[config.mk]
export PLATFORM = sky130hd
export DESIGN_NAME = ewdt_top
export DESIGN_NICKNAME = d
export VERILOG_FILES = /design/src/rtl/ewdt_pkg.sv /design/src/rtl/ewdt_prescaler.sv /design/src/rtl/ewdt_downcnt.sv /design/src/rtl/ewdt_stage.sv /design/src/rtl/ewdt_core.sv /design/src/rtl/ewdt_top.sv
export SDC_FILE = /design/constraint.sdc
export NUM_CORES = 1
export LEC_CHECK = 0
export ABC_AREA = 0
export BUFFER_PORTS_ARGS = -buffer_cell sky130_fd_sc_hd__buf_4
export CAP_MARGIN = 0
export CORE_UTILIZATION = 55
export CTS_CLUSTER_SIZE = 20
export DETAILED_ROUTE_END_ITERATION = 10
export PLACE_DENSITY = 0.73
export SYNTH_ARGS = -nofsm -noshare
export SYNTH_HDL_FRONTEND = slang
export SYNTH_HIERARCHICAL = 1
export SYNTH_SLANG_ARGS = --single-unit
[constraint.sdc]
create_clock -name clk -period 8.4 [get_ports clk]
set_input_delay 0.84 -clock clk [delete_from_list [all_inputs] [get_ports clk]]
set_output_delay 0.84 -clock clk [all_outputs]
set_load 0.03 [all_outputs]
[src/rtl/ewdt_pkg.sv]
package ewdt_pkg;

    localparam int LEN_W  = 16;
    localparam int MODE_W = 2;
    localparam int CFG_W  = MODE_W + LEN_W;

    typedef enum logic [1:0] {
        MODE_OFF  = 2'd0,
        MODE_IRQ  = 2'd1,
        MODE_NMI  = 2'd2,
        MODE_FULL = 2'd3
    } wd_mode_e;

    typedef enum logic [1:0] {
        STG_IDLE = 2'd0,
        STG_IRQ  = 2'd1,
        STG_NMI  = 2'd2,
        STG_RST  = 2'd3
    } wd_stage_e;

    typedef struct packed {
        wd_mode_e           mode;
        logic [LEN_W-1:0]   len;
    } wd_cfg_t;

    // One rung up the ladder, capped at the highest rung the mode allows.
    function automatic wd_stage_e stage_step(input wd_stage_e cur, input wd_mode_e lim);
        logic [1:0] c;
        logic [1:0] l;
        c = cur;
        l = lim;
        if (c < l) begin
            return wd_stage_e'(c + 2'd1);
        end
        return cur;
    endfunction

    function automatic logic stage_at_nmi(input wd_stage_e s);
        return (s == STG_NMI) || (s == STG_RST);
    endfunction

endpackage

[src/rtl/ewdt_prescaler.sv]
module ewdt_prescaler #(
    parameter int PW = 8
) (
    input  logic clk,
    input  logic rst,
    input  logic clr,
    input  logic run,
    output logic tick_o
);

    logic [PW-1:0] div_q;

    always_ff @(posedge clk) begin
        if (rst || clr) begin
            div_q <= '0;
        end else if (run) begin
            div_q <= div_q + 1'b1;
        end
    end

    assign tick_o = run && (&div_q);

endmodule

[src/rtl/ewdt_downcnt.sv]
module ewdt_downcnt
    import ewdt_pkg::*;
#(
    parameter  int PW    = 8,
    localparam int CNT_W = LEN_W + PW
) (
    input  logic             clk,
    input  logic             rst,
    input  logic             load,
    input  logic [LEN_W-1:0] load_len,
    input  logic             tick,
    output logic             expire_o,
    output logic [CNT_W-1:0] value_o
);

    logic [CNT_W-1:0] val_q;
    logic [CNT_W-1:0] reload_val;
    logic             at_zero;

    assign reload_val = {load_len, {PW{1'b0}}};
    assign at_zero    = (val_q == '0);

    always_ff @(posedge clk) begin
        if (rst) begin
            val_q <= '0;
        end else if (load || (tick && at_zero)) begin
            val_q <= reload_val;
        end else if (tick) begin
            val_q <= val_q - 1'b1;
        end
    end

    assign expire_o = tick && at_zero;
    assign value_o  = val_q;

endmodule

[src/rtl/ewdt_stage.sv]
module ewdt_stage
    import ewdt_pkg::*;
(
    input  logic      clk,
    input  logic      rst,
    input  logic      clear,
    input  logic      expire,
    input  wd_mode_e  mode,
    output wd_stage_e stage_o,
    output logic      srst_o
);

    wd_stage_e stage_q;
    wd_stage_e stage_nxt;
    logic      srst_q;

    assign stage_nxt = stage_step(stage_q, mode);

    always_ff @(posedge clk) begin
        if (rst) begin
            stage_q <= STG_IDLE;
            srst_q  <= 1'b0;
        end else if (clear) begin
            stage_q <= STG_IDLE;
        end else if (expire) begin
            stage_q <= stage_nxt;
            if (stage_nxt == STG_RST) begin
                srst_q <= 1'b1;
            end
        end
    end

    assign stage_o = stage_q;
    assign srst_o  = srst_q;

endmodule

[src/rtl/ewdt_core.sv]
module ewdt_core
    import ewdt_pkg::*;
#(
    parameter  int PW     = 8,
    localparam int CNT_W  = LEN_W + PW,
    localparam int STAT_W = CNT_W + 3
) (
    input  logic              clk,
    input  logic              rst,
    input  logic              we,
    input  wd_cfg_t           wdata,
    input  logic              poke,
    output logic              irq_o,
    output logic              nmi_o,
    output logic              srst_o,
    output logic [STAT_W-1:0] stat_o
);

    wd_cfg_t          cfg_q;
    logic             load;
    logic             run;
    logic             tick;
    logic             expire;
    logic [LEN_W-1:0] len_sel;
    logic [CNT_W-1:0] cnt_val;
    wd_stage_e        stage;
    logic             srst;

    always_ff @(posedge clk) begin
        if (rst) begin
            cfg_q <= '{mode: MODE_OFF, len: '0};
        end else if (we) begin
            cfg_q <= wdata;
        end
    end

    // a write restarts the period exactly like a poke, using the new length
    assign load    = we || poke;
    assign run     = (cfg_q.mode != MODE_OFF);
    assign len_sel = we ? wdata.len : cfg_q.len;

    ewdt_prescaler #(.PW(PW)) presc_i (
        .clk    (clk),
        .rst    (rst),
        .clr    (load),
        .run    (run),
        .tick_o (tick)
    );

    ewdt_downcnt #(.PW(PW)) cnt_i (
        .clk      (clk),
        .rst      (rst),
        .load     (load),
        .load_len (len_sel),
        .tick     (tick),
        .expire_o (expire),
        .value_o  (cnt_val)
    );

    ewdt_stage stage_i (
        .clk     (clk),
        .rst     (rst),
        .clear   (load),
        .expire  (expire),
        .mode    (cfg_q.mode),
        .stage_o (stage),
        .srst_o  (srst)
    );

    assign irq_o  = (stage != STG_IDLE);
    assign nmi_o  = stage_at_nmi(stage);
    assign srst_o = srst;
    assign stat_o = {cnt_val, srst, stage_at_nmi(stage), (stage != STG_IDLE)};

endmodule

[src/rtl/ewdt_top.sv]
module ewdt_top
    import ewdt_pkg::*;
#(
    parameter  int NUM_CORES = 4,
    parameter  int PRESC_W   = 8,
    localparam int SEL_W     = (NUM_CORES > 1) ? $clog2(NUM_CORES) : 1,
    localparam int CNT_W     = LEN_W + PRESC_W,
    localparam int STAT_W    = CNT_W + 3
) (
    input  logic                 clk,
    input  logic                 rst,
    input  logic                 cfg_we,
    input  logic [SEL_W-1:0]     cfg_sel,
    input  logic [CFG_W-1:0]     cfg_wdata,
    input  logic [NUM_CORES-1:0] poke,
    output logic [NUM_CORES-1:0] irq_o,
    output logic [NUM_CORES-1:0] nmi_o,
    output logic [NUM_CORES-1:0] srst_o,
    input  logic [SEL_W-1:0]     rd_sel,
    output logic [STAT_W-1:0]    rd_data
);

    wd_cfg_t           wdata_s;
    logic [STAT_W-1:0] stat_w [NUM_CORES];

    assign wdata_s = wd_cfg_t'(cfg_wdata);

    for (genvar g = 0; g < NUM_CORES; g++) begin : g_core
        logic core_we;
        assign core_we = cfg_we && (cfg_sel == SEL_W'(g));

        ewdt_core #(.PW(PRESC_W)) core_i (
            .clk    (clk),
            .rst    (rst),
            .we     (core_we),
            .wdata  (wdata_s),
            .poke   (poke[g]),
            .irq_o  (irq_o[g]),
            .nmi_o  (nmi_o[g]),
            .srst_o (srst_o[g]),
            .stat_o (stat_w[g])
        );
    end

    always_comb begin
        rd_data = '0;
        for (int c = 0; c < NUM_CORES; c++) begin
            if (rd_sel == SEL_W'(c)) begin
                rd_data = stat_w[c];
            end
        end
    end

endmodule

# Word-level counts from Yosys, hierarchy flattened
# Cells that the tools add are included.
word_totals:
  regBits: 212
  in_bits: 29
  output_inout_bits: 39
  wordCells: 156
classes:
  add_sub_neg: 12
  n_lt_le_gt_ge: 4
  eq_ne: 18
  muxes: 28
  n_bitwise: 4
  n_reduce_logical: 62
ops:
  columns: ["operator", "n"]
  rows:
  - ["$mux 24", 8]
  - ["$mux 27", 4]
  - ["$logic_not 24->1", 4]
  - ["$sub 24x1->24 const B", 4]
  - ["$mux 16", 4]
  - ["$add 8x1->8 const B", 4]
  - ["$eq 2x2->1 const B", 16]
  - ["$reduce_and 8->1", 4]
  - ["$reduce_bool 2->1", 12]
  - ["$logic_or 1x1->1", 16]
  - ["$mux 2", 8]
  - ["$reduce_or 2->1", 8]
  - ["$logic_and 1x1->1", 12]
  - ["$reduce_and 3->1", 4]
  - ["$add 2x1->2 const B", 4]
  - ["$lt 2x2->1", 4]
  - ["$eq 2x1->1 const B", 2]
  - ["$logic_not 2->1", 2]
  - ["$mux 1", 4]
  - ["$not 1->1", 4]

# Longest topological paths before layout
# Gate-level depths: netlist (run 1).
depth:
  ltp_word: 6
  depth_mapped: 10
  depth_no_buf: 8

# Modules after synthesis
# The synthesis (run 1) kept the hierarchy.
modules_own_cells:
  columns: ["module", "n_inst", "cells_per_inst", "area_each_um2", "seq_area_each_um2"]
  rows:
  - ["ewdt_downcnt", 4, 141, 1313.8, 480.5]
  - ["ewdt_core", 4, 64, 805.8, 360.3]
  - ["ewdt_prescaler", 4, 40, 354.1, 160.2]
  - ["ewdt_top", 1, 37, 732.0, 0.0]
  - ["ewdt_stage", 4, 19, 175.2, 60.1]

# Worst setup path after synthesis (run 1)
# OpenSTA, ideal clock, no wires.
synth_path:
  kind: "reg-to-reg"
  start: "register g_core[0].core_i.presc_i.div_q[0]"
  end: "register g_core[0].core_i.cnt_i.val_q[8]"
  setup_time_ps: 81
  arrival_time_ps: 2778
  required_time_ps: 8319
  slack_ps: 5541
  path_stages_with_launch: 10
  path_buffers: 1
  period_less_slack_ps: 2859
  cell_sequence: "dfxtp_1 > ha_1 > nand3_1 > nor3_1 > or4b_1 > or2_2 > buf_2 > or4_1 > xor2_1 > a211oi_2"
synth_between:
  elab_chain_cells: 5
  elab_cells_between_ends: 6
  classes_between: "mux (1); reduce/logical (5)"
synth_rtl:
  columns: ["item", "line", "rtl"]
  rows:
  - ["from (decl)", "ewdt_prescaler.sv:11", "logic [PW-1:0] div_q;"]
  - ["from (signal assigned)", "ewdt_prescaler.sv:17", "div_q <= div_q + 1'b1;"]
  - ["$reduce_and 8->1 (*)", "ewdt_prescaler.sv:21", "assign tick_o = run && (&div_q);"]
  - ["$logic_and 1x1->1 (*)", "ewdt_prescaler.sv:21", null]
  - ["via g_core[0].core_i.tick", "ewdt_core.sv:22", "logic tick;"]
  - ["$logic_and 1x1->1", "ewdt_downcnt.sv:26", "end else if (load || (tick && at_zero)) begin"]
  - ["$logic_or 1x1->1", "ewdt_downcnt.sv:26", null]
  - ["$mux 24 / $reduce_bool 2->1 (equally long branches)", null, null]
  - ["to (signal assigned)", "ewdt_downcnt.sv:27", "val_q <= reload_val;"]
  - ["to (signal assigned)", "ewdt_downcnt.sv:29", "val_q <= val_q - 1'b1;"]
  - ["to (decl)", "ewdt_downcnt.sv:16", "logic [CNT_W-1:0] val_q;"]
# The timed path passes the listed nets; every way through them passes the cells marked *.
# A chain may end at the register's enable or synchronous reset.

# Worst setup path in the final report (run 1)
layout_path:
  start: "register g_core[0].core_i.presc_i.div_q[0]"
  end: "register g_core[0].core_i.stage_i.stage_q[1]"
layout_between:
  elab_chain_cells: 3
layout_rtl:
  columns: ["item", "line", "rtl"]
  rows:
  - ["$reduce_and 8->1", "ewdt_prescaler.sv:21", null]
  - ["$logic_and 1x1->1", "ewdt_prescaler.sv:21", null]
  - ["via g_core[0].core_i.tick", "ewdt_core.sv:22", null]
  - ["$logic_and 1x1->1", "ewdt_downcnt.sv:33", "assign expire_o = tick && at_zero;"]
  - ["via g_core[0].core_i.expire", "ewdt_core.sv:23", "logic expire;"]
  - ["to (signal assigned)", "ewdt_stage.sv:26", "stage_q <= stage_nxt;"]
  - ["to (decl)", "ewdt_stage.sv:13", "wd_stage_e stage_q;"]
# The timed path passes the listed nets, and every way through them passes these cells.

==> results of run 1 <==
-- worst register-to-register path, cell delays in order, from the launching register on --
cell      delay [ns]
dfxtp_1         0.38
ha_1            0.21
nand3_1         0.11
nor3_1          0.61
or4b_1          0.58
nor4_1          0.83
and4bb_2        0.35
xnor2_1         0.12
nor3_1          0.05
-- registers in the layout (all words and copies together), names as in the netlist --
name / flops
g_core.core_i/cnt_i/value_o: 96
g_core.core_i/cfg_q: 72
g_core.core_i/presc_i/div_q: 32
g_core.core_i/stage_i/stage_o: 8
g_core.core_i/stage_i/srst_o: 4
-- per-layer routing --
metal / part of all wire, % / GRT usage, %
met3: 5.6 / 3.64
met5: 0 / 0
met1: 47 / 35.8
met2: 46 / 40.5
met4: 2.1 / 7.16
-- kinds of logic (layout without fill, tap and decap cells) --
logic type                 Yosys count  in the layout  share of synthesized area (%)
AOI/OAI and AO/OA                  124            124                           10.7
adders and majority gates           16             16                           1.77
buffers and inverters              102            143                           5.84
xor gates and xnor gates           108            108                           8.35
and+or+nand+nor                    428            428                           21.9
muxes                              103            103                           14.0
DFF                                212            212                           37.5
-- power groups by stage --
stage | clock [mW] | sequential, mW | combinational (mW)
CTS | 1.01 | 1.07 | 0.286
detailed placement | 0 | 1.09 | 0.284
floorplan | 0 | 1.08 | 0.223
global route | 1.05 | 1.07 | 0.307
finish | 0.995 | 1.07 | 0.286
global placement | 0 | 1.09 | 0.279
-- cell usage in the layout (no fill, tap or decap), drive strengths merged --
cell	instances
dfxtp	212
nor2	144
xnor2	84
buf	74
a211oi	68
nor2b	64
mux2	64
nor3	48
clkbuf	36
inv	28
nor4	28
or3	28
mux4	27
xor2	24
or2	20
o21ai	20
or4	20
nand3	16
nand2	16
a21oi	16
ha	16
nand2b	16
mux2i	12
nand4	12
clkinv	5
or4b	4
o41a	4
o31ai	4
and4bb	4
and2b	4
o31a	4
o22ai	4
a21boi	4
and3b	2
nor3b	1
and3	1
-- worst min-delay path by stage --
stage	to	slack, ns	cells after the start
finish	g_core[0].core_i/presc_i/div_q[7]$_SDFFE_PP0P_	0.49	2
CTS	g_core[0].core_i/presc_i/div_q[7]$_SDFFE_PP0P_	0.49	2
global placement	g_core[1].core_i/presc_i/div_q[7]$_SDFFE_PP0P_	0.47	2
global route	g_core[3].core_i/presc_i/div_q[6]$_SDFFE_PP0P_	0.51	2
detailed placement	g_core[0].core_i/presc_i/div_q[7]$_SDFFE_PP0P_	0.48	2
floorplan	g_core[2].core_i/cnt_i/value_o[4]$_SDFFE_PP0P_	0.45	2
-- through the flow --
step	std cells	worst slack, ns	power, mW
global route	1404	4.80	2.43
CTS	1404	5.03	2.37
finish	1404	5.02	2.35
global placement	1363	5.12	1.37
floorplan	1093	5.54	1.30
detailed placement	1363	5.04	1.38
-- final cells by class --
class | instances | share of cell area (%)
clock buffer | 36 | 5.76
clock inverter | 5 | 0.292
inverter | 28 | 0.846
multi-input combinational | 779 | 51.7
sequential | 212 | 34.2
tap | 270 | 2.72
timing repair buffer | 74 | 4.50
==> run_results.csv, run 1 <==
group,metric,value,unit
setup_path,reg2reg_to,"g_core[0].core_i/stage_i/stage_o[1]$_SDFFE_PP0P_",
setup_path,critPathTopFamily,"simple AND/OR/NAND/NOR gates",
route,postRouteAntennaNets,0,
clocking,cts-root-buf,"clkbuf_16",
finish,antenna_cells,0,
yosys,ys_types,46,
placement,dp_hpwl,18.5,mm
yosys,netlist_area,11300,sq um
finish,nNetsFinal,1164,
global_route,grt_pass1_wl,42.7,mm
floorplan,dieArea,21200,sq um
route,route.detailed.drc,0,
setup_path,cp_common_cell,"nor3_1",
setup_path,ff2ff_setup_slack,5.02,ns
global_route,grt_overflow,0,
yosys,yosysMostFrequentCell,"dfxtp_1",
timing,setup_viol,0,
route,firstDrtPassIters,5,
clocking,clockBufferDepth,3,
timing,period_share,40.3,%
setup_path,cp-start-kind,"flop",
pwr,power.switching,0.604,mW
route,wl_per_cell,18.8,um
floorplan,io_pins,68,
pwr,power_density,189,nW/um^2
flow_run,maxCapViolations,0,
setup_path,timing.rr.start,"g_core[0].core_i/presc_i/div_q[0]$_SDFFE_PP0P_",
setup_path,critical_path_required,8.77,ns
timing,layout_min_cycle_time,3.38,ns
clocking,hold_buffers,0,
finish,multi_input_area,6430,sq um
clocking,cts_tree,"built",
timing,fin_worst_skew,0.0239,ns
route,vias,8045,
floorplan,die_h,146,um
setup_path,crit_type,"flop to flop",
clocking,h-tree-depth,1,
clocking,cts-resized-gates,0,
setup_path,crit_start,"g_core[0].core_i/presc_i/div_q[0]$_SDFFE_PP0P_",
yosys,yosysSeqAreaShare,37.5,%
pwr,cell_internal_pwr,1.75,mW
pwr,ir_worst_vdd,0.000143,V
timing,hold_viol_final,0,
setup_path,worst-path-max-fanout,6,
pwr,p_leak,4.52,nW
finish,n_fill_cell,1683,
finish,layout-drive-gt1-share,28.1,%
yosys,synthTopCellsByArea,"dfxtp_1, a211oi_2, xnor2_1",
clocking,cts_buffers,24,
yosys,synth_top_area_cell,"dfxtp_1",
global_route,grt_max_degree,81,
global_route,grt_usage,25.4,%
pwr,p_clk_share,42.3,%
global_route,antenna_found_initial,1,
clocking,clkLatencyLatePin,0.53,ns
setup_path,cp_num_buf_inv,0,
pwr,seqPwrFrac,45.5,%
placement,place_area,11700,sq um
placement,portBuffers,67,
floorplan,start_util,56.0,%
worst_hold_path,hp-class,"flop to flop",
setup_path,crit_end,"g_core[0].core_i/stage_i/stage_o[1]$_SDFFE_PP0P_",
placement,gp_congestion,0.816,
yosys,synthArstFlopShare,0,%
finish,final_core_util,61.4,%
yosys,syn-num-nets,1138,
route,drt_iter0_drc,513,
clocking,cts_post_setup_buffers_inserted,0,
clocking,clock-sinks,212,
yosys,ys.flop_type,"dfxtp_1",
finish,regArea,4240,sq um
floorplan,core,20200,sq um
setup_path,arrival,3.75,ns
yosys,synth_commonest_cells,"dfxtp_1, nor2_1, xnor2_1",
yosys,syn_area_per_cell,10.4,sq um
finish,design_area,12400,sq um
setup_path,crit_chain,"ha_1 > nand3_1 > nor3_1 > or4b_1 > nor4_1 > and4bb_2 > xnor2_1 > nor3_1",
floorplan,rows,52,
pwr,comb_power_share,12.1,%
timing,rsz0062_at_grt,"false",
yosys,synth_top_cell_area_share,37.5,%
global_route,grt_pass1_vias,7893,
setup_path,crit_slowest_cell,"nor4_1",
yosys,ys_warn_count,6,
yosys,synth-edff-count,0,
yosys,syn-instance-count,1093,
route,vias_per_cell,5.73,
setup_path,rr_worst_depth,8,
timing,fin_hold_ws,0.492,ns
worst_hold_path,min_from,"g_core[0].core_i/presc_i/div_q[7]$_SDFFE_PP0P_",
setup_path,endpoint_kind,"flop",
clocking,clk_pin_slew_worst_paths,0.06,ns
floorplan,die_w,146,um
yosys,synth_seq_cells,212,
finish,area_growth,9.69,%
setup_path,cpPeakStageDelay,0.83,ns
setup_path,crit_cells,8,
timing,maxSlewHeadroom,34.2,%
route,wirelength,26.4,mm
timing,finalMaxSlewViolations,0,
pwr,switching_share,25.7,%
timing,tns,0,ns
timing,tightest_slew,0.977,ns
outcome,status,"complete, no violations",
timing,fmax,295,MHz
Note: power is estimated with default switching activity, not from simulation.
==> run 2, diff against run 1 <==
--- a/config.mk
+++ b/config.mk
@@ -5,7 +5,7 @@
 export SDC_FILE = /design/constraint.sdc
 export NUM_CORES = 1
 export LEC_CHECK = 0
-export ABC_AREA = 0
+export ABC_AREA = 1
 export BUFFER_PORTS_ARGS = -buffer_cell sky130_fd_sc_hd__buf_4
 export CAP_MARGIN = 0
 export CORE_UTILIZATION = 55
==> constraint.sdc (replaced) <==
create_clock -name clk -period 3.37 [get_ports clk]
set_input_delay 0.337 -clock clk [delete_from_list [all_inputs] [get_ports clk]]
set_output_delay 0.337 -clock clk [all_outputs]
set_load 0.03 [all_outputs]
==> run_results.csv, run 2 <==
group,metric,value,unit
yosys,synthMuxAreaShare,0,%
clocking,cts-root-buf,"clkbuf_16",
finish,largest_reg_flops,96,
finish,area_growth,10.0,%
global_route,grt_usage,33.3,%
global_route,grt_max_degree,57,
yosys,ys.flop_type,"dfxtp_1",
setup_path,rr_worst_depth,12,
yosys,syn-num-nets,2248,
floorplan,start_util,56.8,%
clocking,h-tree-depth,1,
global_route,grt_pass1_wl,64.4,mm
clocking,hold_buffers,0,
route,wl_per_cell,16.0,um
timing,fmax,409,MHz
setup_path,reg2reg_to,"g_core[3].core_i/stage_i/stage_o[1]$_SDFFE_PP0P_",
yosys,syn_area_per_cell,6.13,sq um
timing,finalMaxSlewViolations,0,
finish,final_cell_mix,"nand2_1, inv_1, nor2_1",
yosys,yosysSeqAreaShare,31.4,%
floorplan,io_pins,68,
timing,period_share,72.5,%
timing,rsz0062_at_grt,"false",
yosys,yosys.area_share.simple,42.8,%
route,firstDrtPassIters,5,
clocking,clockBufferDepth,3,
floorplan,die_h,159,um
route,wl_met2,18.2,mm
outcome,status,"complete, no violations",
floorplan,rows,56,
finish,layout-drive-gt1-share,10.7,%
placement,gp_congestion,0.967,
clocking,cts_tree,"built",
placement,portBuffers,67,
setup_path,worst-path-max-fanout,11,
clocking,clkLatencyLatePin,0.53,ns
finish,final_core_util,62.5,%
global_route,grt_pass1_vias,12100,
pwr,power_density,449,nW/um^2
global_route,antenna_found_initial,0,
yosys,synth_commonest_cells,"nand2_1, inv_1, nor2_1",
yosys,synth_top_family_by_area,"simple AND/OR/NAND/NOR gates",
setup_path,endpoint_kind,"flop",
worst_hold_path,min_from,"cfg_wdata[17]",
timing,maxSlewHeadroom,48.0,%
yosys,yosysMostFrequentCell,"nand2_1",
setup_path,crit_type,"flop to flop",
finish,n_fill_cell,2291,
route,vias,13700,
pwr,p_leak,7.62,nW
floorplan,core,23800,sq um
clocking,cts_post_setup_buffers_inserted,0,
setup_path,timing.rr.start,"g_core[3].core_i/presc_i/div_q[0]$_SDFFE_PP0P_",
yosys,synth_top_area_cell,"dfxtp_1",
worst_hold_path,min_path_cells,3,
yosys,syn-instance-count,2203,
route,wl_met1,18.2,mm
timing,setup_viol,0,
finish,multi_input_area,7220,sq um
timing,tightest_slew,0.778,ns
yosys,synth_adder_area_share,1.48,%
floorplan,die_w,159,um
finish,final_common_cell,"nand2_1",
route,postRouteAntennaNets,0,
route,drt_iter0_drc,1322,
yosys,synthTopCellsByArea,"dfxtp_1, nand2_1, inv_1",
setup_path,arrival,2.88,ns
timing,hold_viol_final,0,
yosys,synth_top_cell_area_share,31.4,%
yosys,ys_warn_count,6,
yosys,synthArstFlopShare,0,%
clocking,cts-resized-gates,0,
clocking,clk_pin_slew_worst_paths,0.06,ns
route,vias_per_cell,5.31,
finish,regArea,4240,sq um
global_route,grt_overflow,0,
flow_run,maxCapViolations,0,
clocking,cts_buffers,25,
route,route.detailed.drc,0,
route,dr.max_layer_used,"met4",
yosys,synth_compound_area_share,7.45,%
route,wirelength,41.1,mm
yosys,synth-edff-count,0,
route,wl_met3,3.57,mm
timing,fin_worst_skew,0.0104,ns
pwr,power.total,6.66,mW
worst_hold_path,whs_endpoint,"g_core[2].core_i/cfg_q[17]$_SDFFE_PP0P_",
yosys,ys_types,37,
timing,layout_min_cycle_time,2.44,ns
worst_hold_path,hp-class,"input pin to flop",
floorplan,dieArea,25200,sq um
setup_path,ff2ff_setup_slack,0.93,ns
setup_path,critical_path_required,3.80,ns
yosys,synth_xor_xnor_area_share,1.56,%
yosys,synth_seq_cells,212,
placement,dp_hpwl,30.8,mm
setup_path,cp-start-kind,"flop",
yosys,netlist_area,13500,sq um
timing,tns,0,ns
pwr,ir_worst_vdd,0.000420,V
clocking,clock-sinks,212,
finish,nNetsFinal,2283,
-- run 2: cell types whose count changed in the layout (fill, tap and decap cells not counted), moves of 32 or more --
cell	previous run	this run
a211oi_2	64	0
a21oi_1	16	92
inv_1	28	383
mux2_2	36	0
nand2_1	16	631
nand3_1	16	185
nand4_1	8	51
nor2_1	144	304
nor2_4	0	36
nor2b_1	48	0
nor3_1	48	4
o21ai_0	20	52
xnor2_1	84	8
-- run 2: logic make-up after synthesis --
logic type | after synthesis
xor+xnor | 24
buf+inv | 471
compound gates | 184
fa+ha+maj | 16
simple gates | 1296
flops | 212
-- run 2: final cells by class --
| cell class | instances | area share (%) |
|---|---|---|
| Multi-Input combinational cell | 1520 | 48.6 |
| Sequential cell | 212 | 28.6 |
| Inverter | 401 | 10.2 |
| Clock buffer | 36 | 5.10 |
| Timing Repair Buffer | 78 | 3.94 |
| Tap cell | 319 | 2.69 |
| Clock inverter | 10 | 0.885 |
| Antenna cell | 1 | 0.0168 |
-- run 2: worst max-delay path by stage --
stage	from	endpoint	cells past startpoint	slack (ns)
2_1_floorplan	g_core[0].core_i/presc_i/div_q[0]$_SDFFE_PP0P_	g_core[0].core_i/stage_i/stage_o[1]$_SDFFE_PP0P_	12	1.31
5_1_grt	g_core[1].core_i/cfg_q[17]$_SDFFE_PP0P_	g_core[1].core_i/stage_i/stage_o[1]$_SDFFE_PP0P_	12	0.70
4_1_cts	g_core[3].core_i/presc_i/div_q[0]$_SDFFE_PP0P_	g_core[3].core_i/stage_i/stage_o[1]$_SDFFE_PP0P_	12	1.02
6_report	g_core[3].core_i/presc_i/div_q[0]$_SDFFE_PP0P_	g_core[3].core_i/stage_i/stage_o[1]$_SDFFE_PP0P_	12	0.93
3_5_place_dp	g_core[3].core_i/presc_i/div_q[0]$_SDFFE_PP0P_	g_core[3].core_i/stage_i/stage_o[1]$_SDFFE_PP0P_	12	1.02
3_3_place_gp	g_core[3].core_i/presc_i/div_q[0]$_SDFFE_PP0P_	g_core[3].core_i/stage_i/stage_o[1]$_SDFFE_PP0P_	12	1.13
-- run 2: per-layer routing --
layer  vias up  GRT usage, %
li1       6811             -
met1      6247          46.3
met2       541          53.3
met3        83          4.55
met4         0          9.75
met5         -             0
-- run 2: power breakdown --
group	switching, mW	internal, mW	leakage (nW)
logic	0.713	0.330	5.46
registers	0.117	2.60	1.73
clock network	1.11	1.78	0.442
total	1.94	4.72	7.62
-- run 2: per-stage QoR --
stage	hold slack [ns]	instance area [sq um]	instances	setup WS, ns
after global placement	0.456	14000	2530	1.13
after global routing	0.165	14800	2576	0.702
after CTS	0.159	14800	2576	1.02
final	0.178	14900	2577	0.926
after floorplan	0.406	13500	2203	1.31
after detailed placement	0.461	14000	2530	1.02
-- run 2: critical path, stage by stage (launching register included) --
cell	delay, ns
dfxtp_1	0.37
ha_1	0.16
nand2_1	0.10
nor2_4	0.13
nand2_1	0.08
nor3_1	0.16
buf_4	0.22
nand4_1	0.11
nand3b_1	0.16
nor4_1	0.44
nand4_1	0.17
o21ai_0	0.18
nor2_1	0.05
==> run 3, diff against run 2 <==
--- a/config.mk
+++ b/config.mk
@@ -5,7 +5,7 @@
 export SDC_FILE = /design/constraint.sdc
 export NUM_CORES = 1
 export LEC_CHECK = 0
-export ABC_AREA = 1
+export ABC_AREA = 0
 export BUFFER_PORTS_ARGS = -buffer_cell sky130_fd_sc_hd__buf_4
 export CAP_MARGIN = 0
 export CORE_UTILIZATION = 55
==> constraint.sdc (replaced) <==
create_clock -name clk -period 2.5 [get_ports clk]
set_input_delay 0.25 -clock clk [delete_from_list [all_inputs] [get_ports clk]]
set_output_delay 0.25 -clock clk [all_outputs]
set_load 0.03 [all_outputs]
==> run_results.csv, run 3 (same netlist as run 1, synthesis figures left out) <==
group,metric,value,unit
floorplan,io_pins,68,
timing,rsz0062_at_grt,"true",
clocking,clock-sinks,212,
finish,regArea,4270,sq um
route,drt_iter0_drc,518,
setup_path,critical_path_required,2.93,ns
finish,final_cell_mix,"dfxtp_1, buf_4, nor2_1",
pwr,p_leak,5.02,nW
timing,tns,0,ns
setup_path,reg2reg_to,"g_core[0].core_i/stage_i/stage_o[0]$_SDFFE_PP0P_",
timing,layout_min_cycle_time,2.48,ns
floorplan,dieArea,21200,sq um
finish,final_core_util,66.7,%
route,wl_per_cell,18.6,um
placement,place_area,12500,sq um
finish,final_common_cell,"dfxtp_1",
timing,finalMaxSlewViolations,0,
finish,layout-drive-gt1-share,38.4,%
global_route,grt_pass1_vias,7905,
finish,design_area,13500,sq um
setup_path,cp-start-kind,"flop",
floorplan,die_h,146,um
setup_path,crit_type,"flop to flop",
route,postRouteAntennaNets,0,
route,firstDrtPassIters,4,
route,vias_per_cell,5.71,
finish,nNetsFinal,1234,
worst_hold_path,hp-class,"input pin to flop",
outcome,status,"complete, no violations",
global_route,grt_max_degree,54,
timing,setup_viol,0,
placement,portBuffers,67,
finish,area_growth,19.2,%
floorplan,die_w,146,um
clocking,h-tree-depth,1,
pwr,power.total,8.03,mW
floorplan,start_util,56.0,%
clocking,cts-root-buf,"clkbuf_16",
route,wirelength,27.4,mm
setup_path,rr_worst_depth,7,
placement,dp_hpwl,19.9,mm
global_route,grt_overflow,0,
timing,fmax,404,MHz
clocking,clkLatencyLatePin,0.50,ns
floorplan,core,20200,sq um
setup_path,worst-path-max-fanout,4,
timing,maxSlewHeadroom,59.2,%
worst_hold_path,min_path_cells,3,
global_route,grt_usage,25.9,%
flow_run,maxCapViolations,0,
clocking,hold_buffers,0,
finish,final-instance-count-excl-fill,1474,
finish,multi_input_area,6860,sq um
timing,fin_hold_ws,0.0549,ns
placement,post-place-ws,-0.145,ns
pwr,ir_worst_vdd,0.000524,V
worst_hold_path,min_from,"poke[0]",
route,route.detailed.drc,0,
finish,n_fill_cell,1590,
setup_path,timing.rr.start,"g_core[0].core_i/cnt_i/value_o[18]$_SDFFE_PP0P_",
clocking,clk_pin_slew_worst_paths,0.06,ns
setup_path,ff2ff_setup_slack,0.02,ns
clocking,clockBufferDepth,3,
placement,gp_congestion,0.862,
route,vias,8411,
global_route,grt_pass1_wl,43.5,mm
timing,hold_viol_final,0,
finish,largest_reg_flops,96,
timing,fin_worst_skew,0.00725,ns
clocking,cts_buffers,23,
worst_hold_path,whs_endpoint,"g_core[0].core_i/stage_i/stage_o[1]$_SDFFE_PP0P_",
timing,worst_slack,0.0230,ns
clocking,cts_tree,"built",
timing,tightest_slew,0.611,ns
floorplan,rows,52,
pwr,power_density,594,nW/um^2
global_route,antenna_found_initial,0,
timing,period_share,99.1,%
setup_path,endpoint_kind,"flop",
setup_path,arrival,2.91,ns
placement,dp_cells,1427,
-- run 3: changes by cell type in the layout (fill, tap and decap cells not counted), moves of 34 or more --
cell      previous run  this run
nand2_1            631        16
inv_1              383        28
nand3_1            185        12
nor2_1             304       132
a21oi_1             92        16
xnor2_1              8        84
a211oi_2             0        64
buf_4               78       136
nor2b_1              0        48
nand4_1             51         8
mux2_2               0        36
nor2_4              36         1
nor3_1               4        38
-- run 3: area by class of cell --
| cell class | instances | area share [%] |
|---|---|---|
| repair buffers | 145 | 8.77 |
| flip-flops and latches | 212 | 31.7 |
| clock inverters | 7 | 0.649 |
| diodes | 1 | 0.0185 |
| clock buffers | 32 | 4.81 |
| well taps | 270 | 2.50 |
| multi-input cells | 779 | 50.8 |
| inverters | 28 | 0.778 |
-- run 3: worst max path at each step --
stage,slack (ns),start,cells after the start,endpoint
after detailed placement,-0.15,g_core[3].core_i/cnt_i/value_o[16]$_SDFFE_PP0P_,7,g_core[3].core_i/stage_i/stage_o[0]$_SDFFE_PP0P_
after floorplan,-0.15,g_core[0].core_i/cfg_q[17]$_SDFFE_PP0P_,10,g_core[0].core_i/cnt_i/value_o[8]$_SDFFE_PP0P_
after global placement,-0.08,g_core[3].core_i/cnt_i/value_o[16]$_SDFFE_PP0P_,7,g_core[3].core_i/stage_i/stage_o[0]$_SDFFE_PP0P_
after global routing,-0.06,g_core[0].core_i/presc_i/div_q[1]$_SDFFE_PP0P_,8,g_core[0].core_i/cnt_i/value_o[8]$_SDFFE_PP0P_
final,0.02,g_core[0].core_i/cnt_i/value_o[18]$_SDFFE_PP0P_,7,g_core[0].core_i/stage_i/stage_o[0]$_SDFFE_PP0P_
after CTS,0.0004,g_core[1].core_i/cnt_i/value_o[16]$_SDFFE_PP0P_,7,g_core[1].core_i/stage_i/stage_o[0]$_SDFFE_PP0P_
-- run 3: power by group --
part / switching, mW / internal [mW]
clock: 1.34 / 2.01
combinational: 0.595 / 0.488
sequential: 0.108 / 3.48
total: 2.05 / 5.98
-- run 3: what timing repair did --
action,in CTS,in global routing
pin swaps,4,19
hold endpoints to repair,0,0
resized for setup,16,38
setup endpoints to repair,12,56
buffers inserted,0,7
-- run 3: worst max-delay path: stages, from the launching register on --
cell and delay, ns:
dfxtp_1 0.35, or4_4 0.53, or4_4 0.49, nor4_2 0.32, buf_4 0.19, nand2b_4 0.05
or3_1 0.34, a21boi_1 0.14
-- run 3: routing by layer --
| layer | share of wire (%) | GRT usage [%] | vias to the layer above |
|---|---|---|---|
| met5 | 0 | 0 | - |
| li1 | - | - | 4053 |
| met4 | 2.3 | 7.47 | 0 |
| met1 | 48 | 37.4 | 4108 |
| met3 | 5.1 | 3.82 | 38 |
| met2 | 44 | 40.0 | 212 |
